--- src/rtl/flash_guard_pkg.sv ---
// Shared types for the flash program/erase guard.
// Assumes: control field positions are fixed because the sequencer decodes them.
package flash_guard_pkg;

    // Control register layout, bit 0 = program.
    typedef struct packed {
        logic ev;
        logic pv;
        logic er;
        logic pg;
    } fg_ctrl_t;

    localparam int CTRL_W = $bits(fg_ctrl_t);

    typedef enum logic [1:0] {
        FG_A_CTRL = 2'd0,
        FG_A_BLK  = 2'd1,
        FG_A_STAT = 2'd2,
        FG_A_NONE = 2'd3
    } fg_addr_e;

endpackage

--- src/rtl/fg_regs.sv ---
// Control and block-enable registers.
// Assumes: clr is a combined synchronous clear; sw_clr clears both registers
// and takes precedence over same-cycle writes.
module fg_regs
    import flash_guard_pkg::*;
#(
    parameter int BLK_W  = 8,
    parameter int DATA_W = 8
) (
    input  logic              clk,
    input  logic              clr,
    input  logic              sw_clr,
    input  logic              wr_ctrl,
    input  logic              wr_blk,
    input  logic [DATA_W-1:0] wdata,
    output fg_ctrl_t          ctrl,
    output logic [BLK_W-1:0]  blk
);

    // Control register: clear, standby wipe, or bus write.
    always_ff @(posedge clk) begin
        if (clr || sw_clr)
            ctrl <= '0;
        else if (wr_ctrl)
            ctrl <= fg_ctrl_t'(wdata[CTRL_W-1:0]);
    end

    // Block-enable register: same precedence as control.
    always_ff @(posedge clk) begin
        if (clr || sw_clr)
            blk <= '0;
        else if (wr_blk)
            blk <= wdata[BLK_W-1:0];
    end

endmodule

--- src/rtl/fg_errlatch.sv ---
// Sticky error flag.
// Assumes: faults are qualified by the active state here; only clr releases it.
module fg_errlatch (
    input  logic clk,
    input  logic clr,
    input  logic active,
    input  logic fault,
    output logic err
);

    // Set on a qualified fault, hold until a clearing event.
    always_ff @(posedge clk) begin
        if (clr)
            err <= 1'b0;
        else if (active && fault)
            err <= 1'b1;
    end

endmodule

--- src/rtl/fg_modes.sv ---
// Mode output decode and internal violation detection.
// Assumes: pure combinational; err comes from the sticky latch.
module fg_modes
    import flash_guard_pkg::*;
#(
    parameter int BLK_W = 8
) (
    input  fg_ctrl_t         ctrl,
    input  logic [BLK_W-1:0] blk,
    input  logic             err,
    output logic             active,
    output logic             violation,
    output logic             prog_mode,
    output logic             erase_mode,
    output logic             pverify,
    output logic             everify
);

    logic any_blk;

    // Decode modes; program and erase need exclusivity, a block and no error.
    always_comb begin
        any_blk    = |blk;
        active     = ctrl.pg | ctrl.er;
        violation  = (ctrl.pg & ctrl.er) | (active & ~any_blk);
        prog_mode  = ctrl.pg & ~ctrl.er & any_blk & ~err;
        erase_mode = ctrl.er & ~ctrl.pg & any_blk & ~err;
        pverify    = ctrl.pv;
        everify    = ctrl.ev;
    end

endmodule

--- src/rtl/flash_guard.sv ---
// Flash program/erase guard top: register bus, fault latch, mode outputs.
// Assumes: all resets synchronous; BLK_W <= DATA_W and DATA_W >= CTRL_W.
module flash_guard
    import flash_guard_pkg::*;
#(
    parameter int BLK_W  = 8,
    parameter int DATA_W = 8
) (
    input  logic              clk,
    input  logic              rst_n,
    input  logic              wdog_rst_n,
    input  logic              hw_stby,
    input  logic              sw_stby,
    input  logic              runaway_i,
    input  logic              algo_fault_i,
    input  logic              bus_sel,
    input  logic              bus_wr,
    input  logic [1:0]        bus_addr,
    input  logic [DATA_W-1:0] bus_wdata,
    output logic [DATA_W-1:0] bus_rdata,
    output logic              prog_mode_o,
    output logic              erase_mode_o,
    output logic              pverify_o,
    output logic              everify_o,
    output logic              nmi_mask_o
);

    localparam int CTRL_PAD = DATA_W - CTRL_W;
    localparam int BLK_PAD  = DATA_W - BLK_W;

    logic             clr_all;
    logic             sw_wipe;
    logic             wr_ctrl;
    logic             wr_blk;
    logic             rd_req;
    logic             active;
    logic             violation;
    logic             fault_any;
    logic             err_q;
    fg_ctrl_t         ctrl_q;
    logic [BLK_W-1:0] blk_q;
    logic [DATA_W-1:0] rd_mux;

    // Event and access decode.
    always_comb begin
        clr_all   = ~rst_n | ~wdog_rst_n | hw_stby;
        sw_wipe   = sw_stby & err_q;
        wr_ctrl   = bus_sel & bus_wr & (fg_addr_e'(bus_addr) == FG_A_CTRL);
        wr_blk    = bus_sel & bus_wr & (fg_addr_e'(bus_addr) == FG_A_BLK);
        rd_req    = bus_sel & ~bus_wr;
        fault_any = runaway_i | algo_fault_i | violation;
    end

    fg_regs #(.BLK_W(BLK_W), .DATA_W(DATA_W)) u_regs (
        .clk     (clk),
        .clr     (clr_all),
        .sw_clr  (sw_wipe),
        .wr_ctrl (wr_ctrl),
        .wr_blk  (wr_blk),
        .wdata   (bus_wdata),
        .ctrl    (ctrl_q),
        .blk     (blk_q)
    );

    fg_modes #(.BLK_W(BLK_W)) u_modes (
        .ctrl       (ctrl_q),
        .blk        (blk_q),
        .err        (err_q),
        .active     (active),
        .violation  (violation),
        .prog_mode  (prog_mode_o),
        .erase_mode (erase_mode_o),
        .pverify    (pverify_o),
        .everify    (everify_o)
    );

    fg_errlatch u_err (
        .clk    (clk),
        .clr    (clr_all),
        .active (active),
        .fault  (fault_any),
        .err    (err_q)
    );

    // Interrupt mask follows the raw program/erase bits.
    always_comb nmi_mask_o = active;

    // Read mux, zero-extended fields.
    always_comb begin
        unique case (fg_addr_e'(bus_addr))
            FG_A_CTRL: rd_mux = {{CTRL_PAD{1'b0}}, ctrl_q};
            FG_A_BLK:  rd_mux = {{BLK_PAD{1'b0}}, blk_q};
            FG_A_STAT: rd_mux = {{(DATA_W-1){1'b0}}, err_q};
            default:   rd_mux = '0;
        endcase
    end

    // Registered read data, one edge of latency.
    always_ff @(posedge clk) begin
        if (clr_all || !rd_req)
            bus_rdata <= '0;
        else
            bus_rdata <= rd_mux;
    end

endmodule

--- config.mk ---
export PLATFORM = sky130hd
export DESIGN_NAME = flash_guard
export DESIGN_NICKNAME = d
export VERILOG_FILES = /design/src/rtl/flash_guard_pkg.sv /design/src/rtl/fg_regs.sv /design/src/rtl/fg_errlatch.sv /design/src/rtl/fg_modes.sv /design/src/rtl/flash_guard.sv
export SDC_FILE = /design/constraint.sdc
export NUM_CORES = 1
export LEC_CHECK = 0
export BUFFER_PORTS_ARGS = -buffer_cell sky130_fd_sc_hd__buf_2
export CORE_MARGIN = 10
export CORE_UTILIZATION = 42
export DETAILED_ROUTE_END_ITERATION = 7
export PLACE_DENSITY = 0.84
export SETUP_SLACK_MARGIN = 0.5
export SYNTH_ARGS = -nofsm -noshare
export SYNTH_HDL_FRONTEND = slang
export SYNTH_HIERARCHICAL = 1
export SYNTH_SLANG_ARGS = --single-unit
export TNS_END_PERCENT = 30
--- constraint.sdc ---
create_clock -name clk -period 1.3 [get_ports clk]
set_input_delay 0.13 -clock clk [delete_from_list [all_inputs] [get_ports clk]]
set_output_delay 0.13 -clock clk [all_outputs]
set_load 0.005 [all_outputs]
======== Word level (Yosys, flattened, before mapping) ========
Cells that the tools add are included.
word-level totals
  word-level logic and storage cells ...... 42
  output and inout bits ................... 13
  register bits ........................... 21
  bits of input ports ..................... 19
operators by class
  mux-type cells .......................... 1
  bitwise logic cells ..................... 26
  equal/unequal tests ..................... 2
  reductions and logical operators ........ 6
operator list
  cell                                                 number
  one-hot mux 8 bit (3 select lines)                   1
  bitwise AND 1 bit                                    13
  OR reduction 8 bit                                   1
  NOT 1 bit                                            7
  bitwise OR 1 bit                                     6
  equality test 2 x 1 -> 1 bit, second input constant  1
  equality test 2 bit, second input constant           1
  logical NOT 2 bit                                    1
  logical OR 1 bit                                     2
  logical AND 1 bit                                    1
  logical NOT 1 bit                                    1

======== Logic depth before layout (Yosys ltp) ========
Gate-level depths: netlist (run 1).
  word-level depth ........................ 6
  depth in mapped cells ................... 6
  gate-level depth less buffers ........... 6

======== Cells and area by module ========
The synthesis (run 1) kept the hierarchy.
modules (own cells, without submodules)
  module       area each (µm²)  cells each  seq. area each (µm²)  instances
  fg_regs      437.9            40          240.2                 1
  flash_guard  347.8            31          160.2                 1
  fg_modes     70.1             9           0.0                   1
  fg_errlatch  28.8             3           20.0                  1

======== Least setup slack after synthesis (run 1) ========
OpenSTA, ideal clock, no wires.
  kind .................................... register -> register
  from .................................... register u_regs.blk[5]
  to ...................................... register u_err.err
  stages on the path, launching flop included .. 7
  setup time .............................. 0.064 ns
  buffers on the path ..................... 0
  period minus slack after synthesis ...... 1.390 ns
  required time ........................... 1.236 ns
  slack ................................... -0.090 ns
  data arrival time ....................... 1.326 ns
  cell sequence ........................... dfxtp_1 or4_1 nor2_2 maj3_1 or3_1 a21oi_1 nor2_1
on the way
  longest elaborated chain between the ends .. 6
RTL lines
  item                    line               RTL
  from (decl)             fg_regs.sv:17      output logic [BLK_W-1:0] blk
  from (signal assigned)  fg_regs.sv:33      blk <= wdata[BLK_W-1:0];
  OR reduction 8 bit      fg_modes.sv:23     any_blk = |blk;
  NOT 1 bit               fg_modes.sv:25     violation = (ctrl.pg & ctrl.er) | (active & ~any_blk);
  bitwise AND 1 bit       fg_modes.sv:25
  bitwise OR 1 bit        fg_modes.sv:25
  via violation           flash_guard.sv:37  logic violation;
  bitwise OR 1 bit        flash_guard.sv:51  fault_any = runaway_i | algo_fault_i | violation;
  via fault_any           flash_guard.sv:38  logic fault_any;
  logical AND 1 bit       fg_errlatch.sv:15  else if (active && fault)
  to (signal assigned)    fg_errlatch.sv:14  err <= 1'b0;
  to (signal assigned)    fg_errlatch.sv:16  err <= 1'b1;
  to (decl)               fg_errlatch.sv:8   output logic err
The timed path passes the listed nets, and every way through them passes these cells.
A chain may end at the register's enable or synchronous reset.

======== Final worst setup path (run 1) ========
  from .................................... register u_regs.blk[5]
  to ...................................... output erase_mode_o
on the way
  longest elaborated chain between the ends .. 3
RTL lines
  item                             line               RTL
  OR reduction 8 bit               fg_modes.sv:23
  bitwise AND 1 bit (2 in series)  fg_modes.sv:27     erase_mode = ctrl.er & ~ctrl.pg & any_blk & ~err;
  to (decl)                        flash_guard.sv:22  output logic erase_mode_o,
Every way passes these cells.

==> results of run 1 <==
-- timing repair --
item | 4_1_cts | 5_1_grt
setup buffers | 2 | 3
cloned | 1 | 0
hold endpoints to repair | 0 | 0
hold buffers | 0 | 0
resized for setup | 24 | 15
pin swaps | 9 | 19
setup endpoints to repair | 27 | 28
-- logic make-up (layout without fill, tap and decap cells) --
| group | Yosys count | after routing | share of synthesized area (%) |
|---|---|---|---|
| buffers and inverters | 6 | 50 | 4.949 |
| multiplexers | 16 | 16 | 18.10 |
| adder cells (fa/ha/maj) | 1 | 1 | 1.132 |
| AND/OR/NAND/NOR | 37 | 38 | 27.16 |
| AO/OA/AOI/OAI | 2 | 2 | 1.130 |
| flip-flops | 21 | 21 | 47.52 |
-- worst max-delay path by stage --
stage / startpoint / to / depth (start not counted) / slack, ns
final: u_regs/blk[5]$_SDFFE_PP0P_ / erase_mode_o / 5 / -0.44
after global routing: u_regs/blk[5]$_SDFFE_PP0P_ / prog_mode_o / 5 / -0.48
after CTS: u_regs/blk[2]$_SDFFE_PP0P_ / erase_mode_o / 5 / -0.45
after detailed placement: u_regs/blk[5]$_SDFFE_PP0P_ / u_err/err$_SDFFE_PP0P_ / 6 / -0.25
after global placement: u_regs/blk[5]$_SDFFE_PP0P_ / u_err/err$_SDFFE_PP0P_ / 6 / -0.12
after floorplan: u_regs/blk[5]$_SDFFE_PP0P_ / u_err/err$_SDFFE_PP0P_ / 6 / -0.09
-- through the flow --
stage / setup slack [ns] / hold slack, ns / power (mW) / instance area [um2]
final: -0.4367 / 0.08046 / 1.063 / 1297
after CTS: -0.4451 / 0.05201 / 1.066 / 1224
after global routing: -0.4790 / 0.07967 / 1.105 / 1297
after floorplan: -0.08979 / 0.2772 / 0.7047 / 890.9
after global placement: -0.1180 / 0.3811 / 0.7428 / 1105
after detailed placement: -0.2505 / 0.3884 / 0.7442 / 1105
-- power by group --
group          internal [mW]  switching (mW)  leakage, nW
combinational         0.0513          0.0474        0.376
clock                  0.115           0.205       0.0177
sequential             0.643         0.00112        0.174
-- worst max-delay path: stages, from the launching register on --
cell and delay, ns:
dfxtp_2 0.34, or4_4 0.55, nor2_4 0.14, buf_6 0.11, nor4b_2 0.04, buf_2 0.12
-- sequential cells by signal, indices dropped and copies added, names as in the netlist --
signal,flops
bus_rdata,8
u_err/err,1
u_regs/blk,8
u_regs/ctrl,4
-- area by class of cell --
class	count	area (um2)	share of cell area [%]
multi-input cells	57	490.5	37.80
clock buffers	3	22.52	1.736
flip-flops and latches	21	434.2	33.46
clock inverters	1	5.005	0.3857
well taps	27	33.78	2.604
repair buffers	46	311.5	24.01
-- per-layer routing --
metal	GRT usage [%]	wire length [um]	vias to the layer above
met4	4.813	58	0
li1	-	-	380
met3	4.068	151	6
met1	12.34	1009	384
met2	19.93	1315	30
met5	0	0	-
-- layout by cell type, fill, tap and decap left out --
master	count
nor3b_1	1
nand2b_4	1
dfxtp_4	1
and3_1	3
dfxtp_1	12
clkbuf_4	3
or2_4	3
or3_1	1
buf_4	10
nor2_1	7
and2_4	1
clkinv_2	1
or4_4	2
or3_4	1
nor4b_2	1
nand3b_1	1
a21oi_1	1
and4b_2	1
mux2i_1	16
nor2_4	3
nand3b_4	1
dfxtp_2	8
nor3_1	1
and3_4	1
buf_6	9
maj3_1	1
nor4b_1	1
nor2_2	7
and4bb_2	1
o21ai_1	1
buf_2	27
==> results by group, run 1 <==
STA
  • Clock skew: 0.01202 ns
  • RSZ-0062 raised after global routing: yes
  • Fin Setup TNS: -1.191 ns
  • Final hold viol count: 0
  • Max Fclk: 0.5758 GHz
  • Worst Tran Pin Value: 0.3769 ns
  • Setup Viol. Count Final: 3
  • Period Utilization, post-route: 133.6%
  • Slew Viols, Final: 0
  • Period minus WS final: 1.737 ns
  • Worst slew margin: 74.68%
  • Final worst slack: -0.4367 ns

Global routing
  • Initial antenna violation count: 0
  • Total GRT Usage: 11.52%
  • Vias in the first global route: 840
  • Global route overflow: 0
  • First-pass GRT wire length: 4015 um
  • Largest net degree at the start of global routing: 13

Cells and area
  • Final Non-Filler Cells: 155
  • Layout area overhead: 46.68%
  • Fillers: 151
  • Layout cells sized above 1: 64.06%
  • Antenna Cells: 0
  • Nets: 148
  • Fin util: 65.47%

Job
  • Max_cap viols: 0

Placement
  • Placed cells: 145
  • Post-DP HPWL: 1722 um
  • GP Congestion: 0.7871
  • Number of buffers added on ports: 31

Yosys
  • Cell taking the most area after synthesis: dfxtp_1
  • Cells after synthesis: 83
  • Number of synthesized flops with an enable pin: 0
  • Top-area cell type share of the netlist area: 47.52%
  • Flops & latches, synth: 21
  • Synthesized Nets: 102
  • Most numerous cell in the Yosys netlist: dfxtp_1
  • Largest cells by area after synthesis: dfxtp_1 48%, mux2i_1 18%, nor2_1 6.8%
  • Netlist cell types: 26
  • Syn. warnings: 6
  • Seq/Total Area, Yosys: 47.52%
  • Synthesized cell area: 884.6 um2
  • Syn avg cell area: 10.66 um2
  • Synth async-reset ratio: 0%
  • Post-synth top flop: dfxtp_1
  • Post-synth top cells: 21 x dfxtp_1, 16 x mux2i_1, 16 x nor2_1

Setup path
  • Critical Path Sink Type: output port
  • Startpoint types: flip-flop
  • Worst reg2reg path depth: 6
  • Worst Path Arrival: 1.61 ns
  • Reg-to-reg startpoint: u_regs/blk[5]$_SDFFE_PP0P_
  • Worst setup path class: flip-flop to output port
  • CP Max Fanout: 2
  • Reg2reg setup slack: -0.32 ns
  • WP data required: 1.17 ns
  • FF-to-FF End: u_err/err$_SDFFE_PP0P_

Die
  • Die width: 65.90 um
  • Std-Cell Rows: 16
  • Starting density of the core: 44.63%
  • Io pins: 32
  • Core Region: 1982 um2
  • DIE HEIGHT: 65.90 um
  • Die footprint: 4342 um2

Route
  • # DRC: 0
  • Final wirelength: 2535 um
  • Drt wl/cell: 16.35 um
  • DRT antenna net count: 0
  • Vias: 800
  • Initial DRC count: 20
  • Via density: 5.161
  • First-pass iteration count of the detailed router: 4

Power
  • Worst IR drop on VDD: 0.5665 mV
  • PwrDens: 818.9 nW/um2
  • Leakage: 0.5681 nW

Clock network
  • TritonCTS clock tree: built
  • Htree depth: 1
  • Worst skew pair latency: 0.31 ns
  • Clock tree buffer depth: 2
  • Num Clock Sinks: 21
  • CTS root buf: clkbuf_4
  • Worst-path clk slew: 0.13 ns
  • CTS buffer count: 3

Outcome
  • Status: complete, but fails checks
  • Violated checks: setup timing

Min path
  • Worst min path class: primary input to flip-flop
  • Hold Path Origin: bus_wdata[7]
  • Hold worst-path end: u_regs/blk[7]$_SDFFE_PP0P_
  • Worst hold path depth: 3
No activity file was read; power rests on OpenSTA's default activity.
==> inputs of run 2 (changes only) <==
--- a/config.mk
+++ b/config.mk
@@ -7,9 +7,9 @@
 export LEC_CHECK = 0
 export BUFFER_PORTS_ARGS = -buffer_cell sky130_fd_sc_hd__buf_2
 export CORE_MARGIN = 10
-export CORE_UTILIZATION = 42
+export CORE_UTILIZATION = 47
 export DETAILED_ROUTE_END_ITERATION = 7
-export PLACE_DENSITY = 0.84
+export PLACE_DENSITY = 0.88
 export SETUP_SLACK_MARGIN = 0.5
 export SYNTH_ARGS = -nofsm -noshare
 export SYNTH_HDL_FRONTEND = slang
==> constraint.sdc (replaced) <==
create_clock -name clk -period 1.6 [get_ports clk]
set_input_delay 0.16 -clock clk [delete_from_list [all_inputs] [get_ports clk]]
set_output_delay 0.16 -clock clk [all_outputs]
set_load 0.005 [all_outputs]
==> run 2 against run 1 <==
  * Via count down 14%
  * Highest routed layer unchanged
  * Combinational power is 34% lower
  * Critical path type unchanged
  * Setup slack improved by 0.36 ns
  * The run still ends with setup timing left
  * Wire length is 23% lower
  * Core utilization decreased by 3.1 points
  * First-iteration DRC count is 60% lower
==> results by group, run 2 (synthesized netlist as in run 1, its figures left out) <==
Job
  • Max_cap viols: 0 (unchanged)

STA
  • Worst Tran Pin Value: 0.3483 ns (-0.02859 ns)
  • Period minus WS final: 1.678 ns
  • RSZ-0062 raised after global routing: yes
  • Setup Viol. Count Final: 2 (-1)
  • Clock skew: 0.001580 ns (-0.01044 ns)
  • Hold_ws: 0.09292 ns (+0.01246 ns)
  • Max Fclk: 0.5960 GHz
  • Slew Viols, Final: 0 (unchanged)
  • Fin Setup TNS: -0.1511 ns (+1.040 ns)
  • Worst slew margin: 76.60% (+1.9 points)
  • Final worst slack: -0.07772 ns (+0.3590 ns)
  • Period Utilization, post-route: 104.9%
  • Final hold viol count: 0 (unchanged)

Global routing
  • First-pass GRT wire length: 3229 um (-20%)
  • Global route overflow: 0 (unchanged)
  • Total GRT Usage: 9.825% (-1.7 points)
  • Largest net degree at the start of global routing: 13 (unchanged)
  • Initial antenna violation count: 0 (unchanged)
  • Vias in the first global route: 733 (-13%)

Outcome
  • Violated checks: setup timing
  • Status: complete, but fails checks

Clock network
  • Worst-path clk slew: 0.11 ns (-0.02 ns)
  • Htree depth: 1 (unchanged)
  • Cts hold-fix bufs: 0 (unchanged)
  • Worst skew pair latency: 0.30 ns (about the same)
  • CTS buffer count: 3 (unchanged)
  • TritonCTS clock tree: built
  • Clock tree buffer depth: 2 (unchanged)
  • CTS root buf: clkbuf_4
  • Num Clock Sinks: 21 (unchanged)

Die
  • Std-Cell Rows: 15 (-1)
  • Die footprint: 4018 um2 (-7.5%)
  • DIE HEIGHT: 63.39 um (-3.8%)
  • Core Region: 1764 um2 (-11%)
  • Io pins: 32 (unchanged)
  • Starting density of the core: 50.14% (+5.5 points)
  • Die width: 63.39 um (-3.8%)

Placement
  • GP Congestion: 0.7781 (-1.1%)
  • Post-DP Area: 1035 um2 (-6.3%)
  • DP Worst Slack: 0.1029 ns (+0.3533 ns)
  • Number of buffers added on ports: 31 (unchanged)
  • Post-DP HPWL: 1545 um (-10%)
  • Placed cells: 134 (-7.6%)

Route
  • # DRC: 0 (unchanged)
  • Initial DRC count: 8 (-60%)
  • Via density: 4.957 (-4.0%)
  • Drt wl/cell: 14.04 um (-14%)
  • DRT antenna net count: 0 (unchanged)
  • First-pass iteration count of the detailed router: 2 (-2)
  • Vias: 689 (-14%)
  • Final wirelength: 1951 um (-23%)

Power
  • Leakage: 0.4899 nW (-14%)
  • Worst IR drop on VDD: 0.4763 mV (-16%)
  • PwrDens: 764.8 nW/um2 (-6.6%)
  • Total Power: 0.8421 mW (-21%)

Min path
  • Worst min path class: primary input to flip-flop

Cells and area
  • Most common cell after layout, fill and taps aside: buf_2
  • Nets: 134 (-9.5%)
  • Commonest non-fill, non-tap cells in the layout: 30 x buf_2, 16 x mux2i_1, 16 x nor2_1, 15 x dfxtp_1, 5 x dfxtp_2
  • Top flop regs: bus_rdata (8), u_regs/blk (8), u_regs/ctrl (4)
  • Fillers: 162 (+7.3%)
  • Final Non-Filler Cells: 139 (-10%)
  • Final Cell Area: 1101 um2 (-15%)
  • Antenna Cells: 0 (unchanged)
  • Layout area overhead: 24.47%
  • Fin util: 62.41% (-3.1 points)
  • Layout cells sized above 1: 46.49% (-18 points)

Setup path
  • CP Max Fanout: 3 (+1)
  • Worst Path Arrival: 1.52 ns (-0.09 ns)
  • WP data required: 1.44 ns (+0.27 ns)
  • Worst setup path class: flip-flop to output port
  • Startpoint types: flip-flop
  • Critical Path Sink Type: output port
==> run 2: changes by cell type in the layout (fill, tap and decap cells not counted), sizes merged <==
cell / before / now
buf: 46 / 33
or2: 3 / 2
==> run 2: report_power, final <==
part / internal [mW] / switching, mW / total (mW)
Sequential: 0.522 / 0.00102 / 0.523
Clock: 0.0934 / 0.160 / 0.253
Combinational: 0.0355 / 0.0302 / 0.0657
Total: 0.651 / 0.191 / 0.842
==> run 2: final timing paths <==
| check | startpoint | end | slack, ns | cells after the start |
|---|---|---|---|---|
| worst max-delay path | u_regs/blk[1]$_SDFFE_PP0P_ | erase_mode_o | -0.08 | 4 |
| worst min-delay path | bus_wdata[7] | u_regs/blk[7]$_SDFFE_PP0P_ | 0.09 | 3 |
| worst max register to register | u_regs/blk[4]$_SDFFE_PP0P_ | u_err/err$_SDFFE_PP0P_ | 0.13 | 6 |
| worst min register to register | u_regs/blk[0]$_SDFFE_PP0P_ | u_regs/blk[0]$_SDFFE_PP0P_ | 0.52 | 2 |
==> run 2: area by class of cell <==
| cell class | instances | area [um2] | area share (%) |
|---|---|---|---|
| clock buffers | 3 | 22.52 | 2.045 |
| clock inverters | 1 | 5.005 | 0.4545 |
| multi-input cells | 56 | 435.4 | 39.55 |
| flip-flops and latches | 21 | 430.4 | 39.09 |
| well taps | 25 | 31.28 | 2.841 |
| repair buffers | 33 | 176.4 | 16.02 |
==> run 2: worst max-delay path, cell delays in order, from the launching register on <==
cell and delay, ns:
dfxtp_2 0.34, or4_4 0.54, nor2_4 0.14, nor4b_1 0.06, buf_2 0.13
==> run 2: what timing repair did <==
action,in CTS,in global routing
setup buffers,1,0
resized for setup,12,0
pin swaps,2,1
setup endpoints to repair,4,4
==> run 2: metal layers <==
metal | global-route usage [%] | share of wire (%) | up-vias
li1 | - | - | 350
met1 | 10.21 | 43 | 312
met2 | 17.09 | 50 | 22
met3 | 3.357 | 5.5 | 5
met4 | 4.918 | 2.2 | 0
met5 | 0 | 0 | -
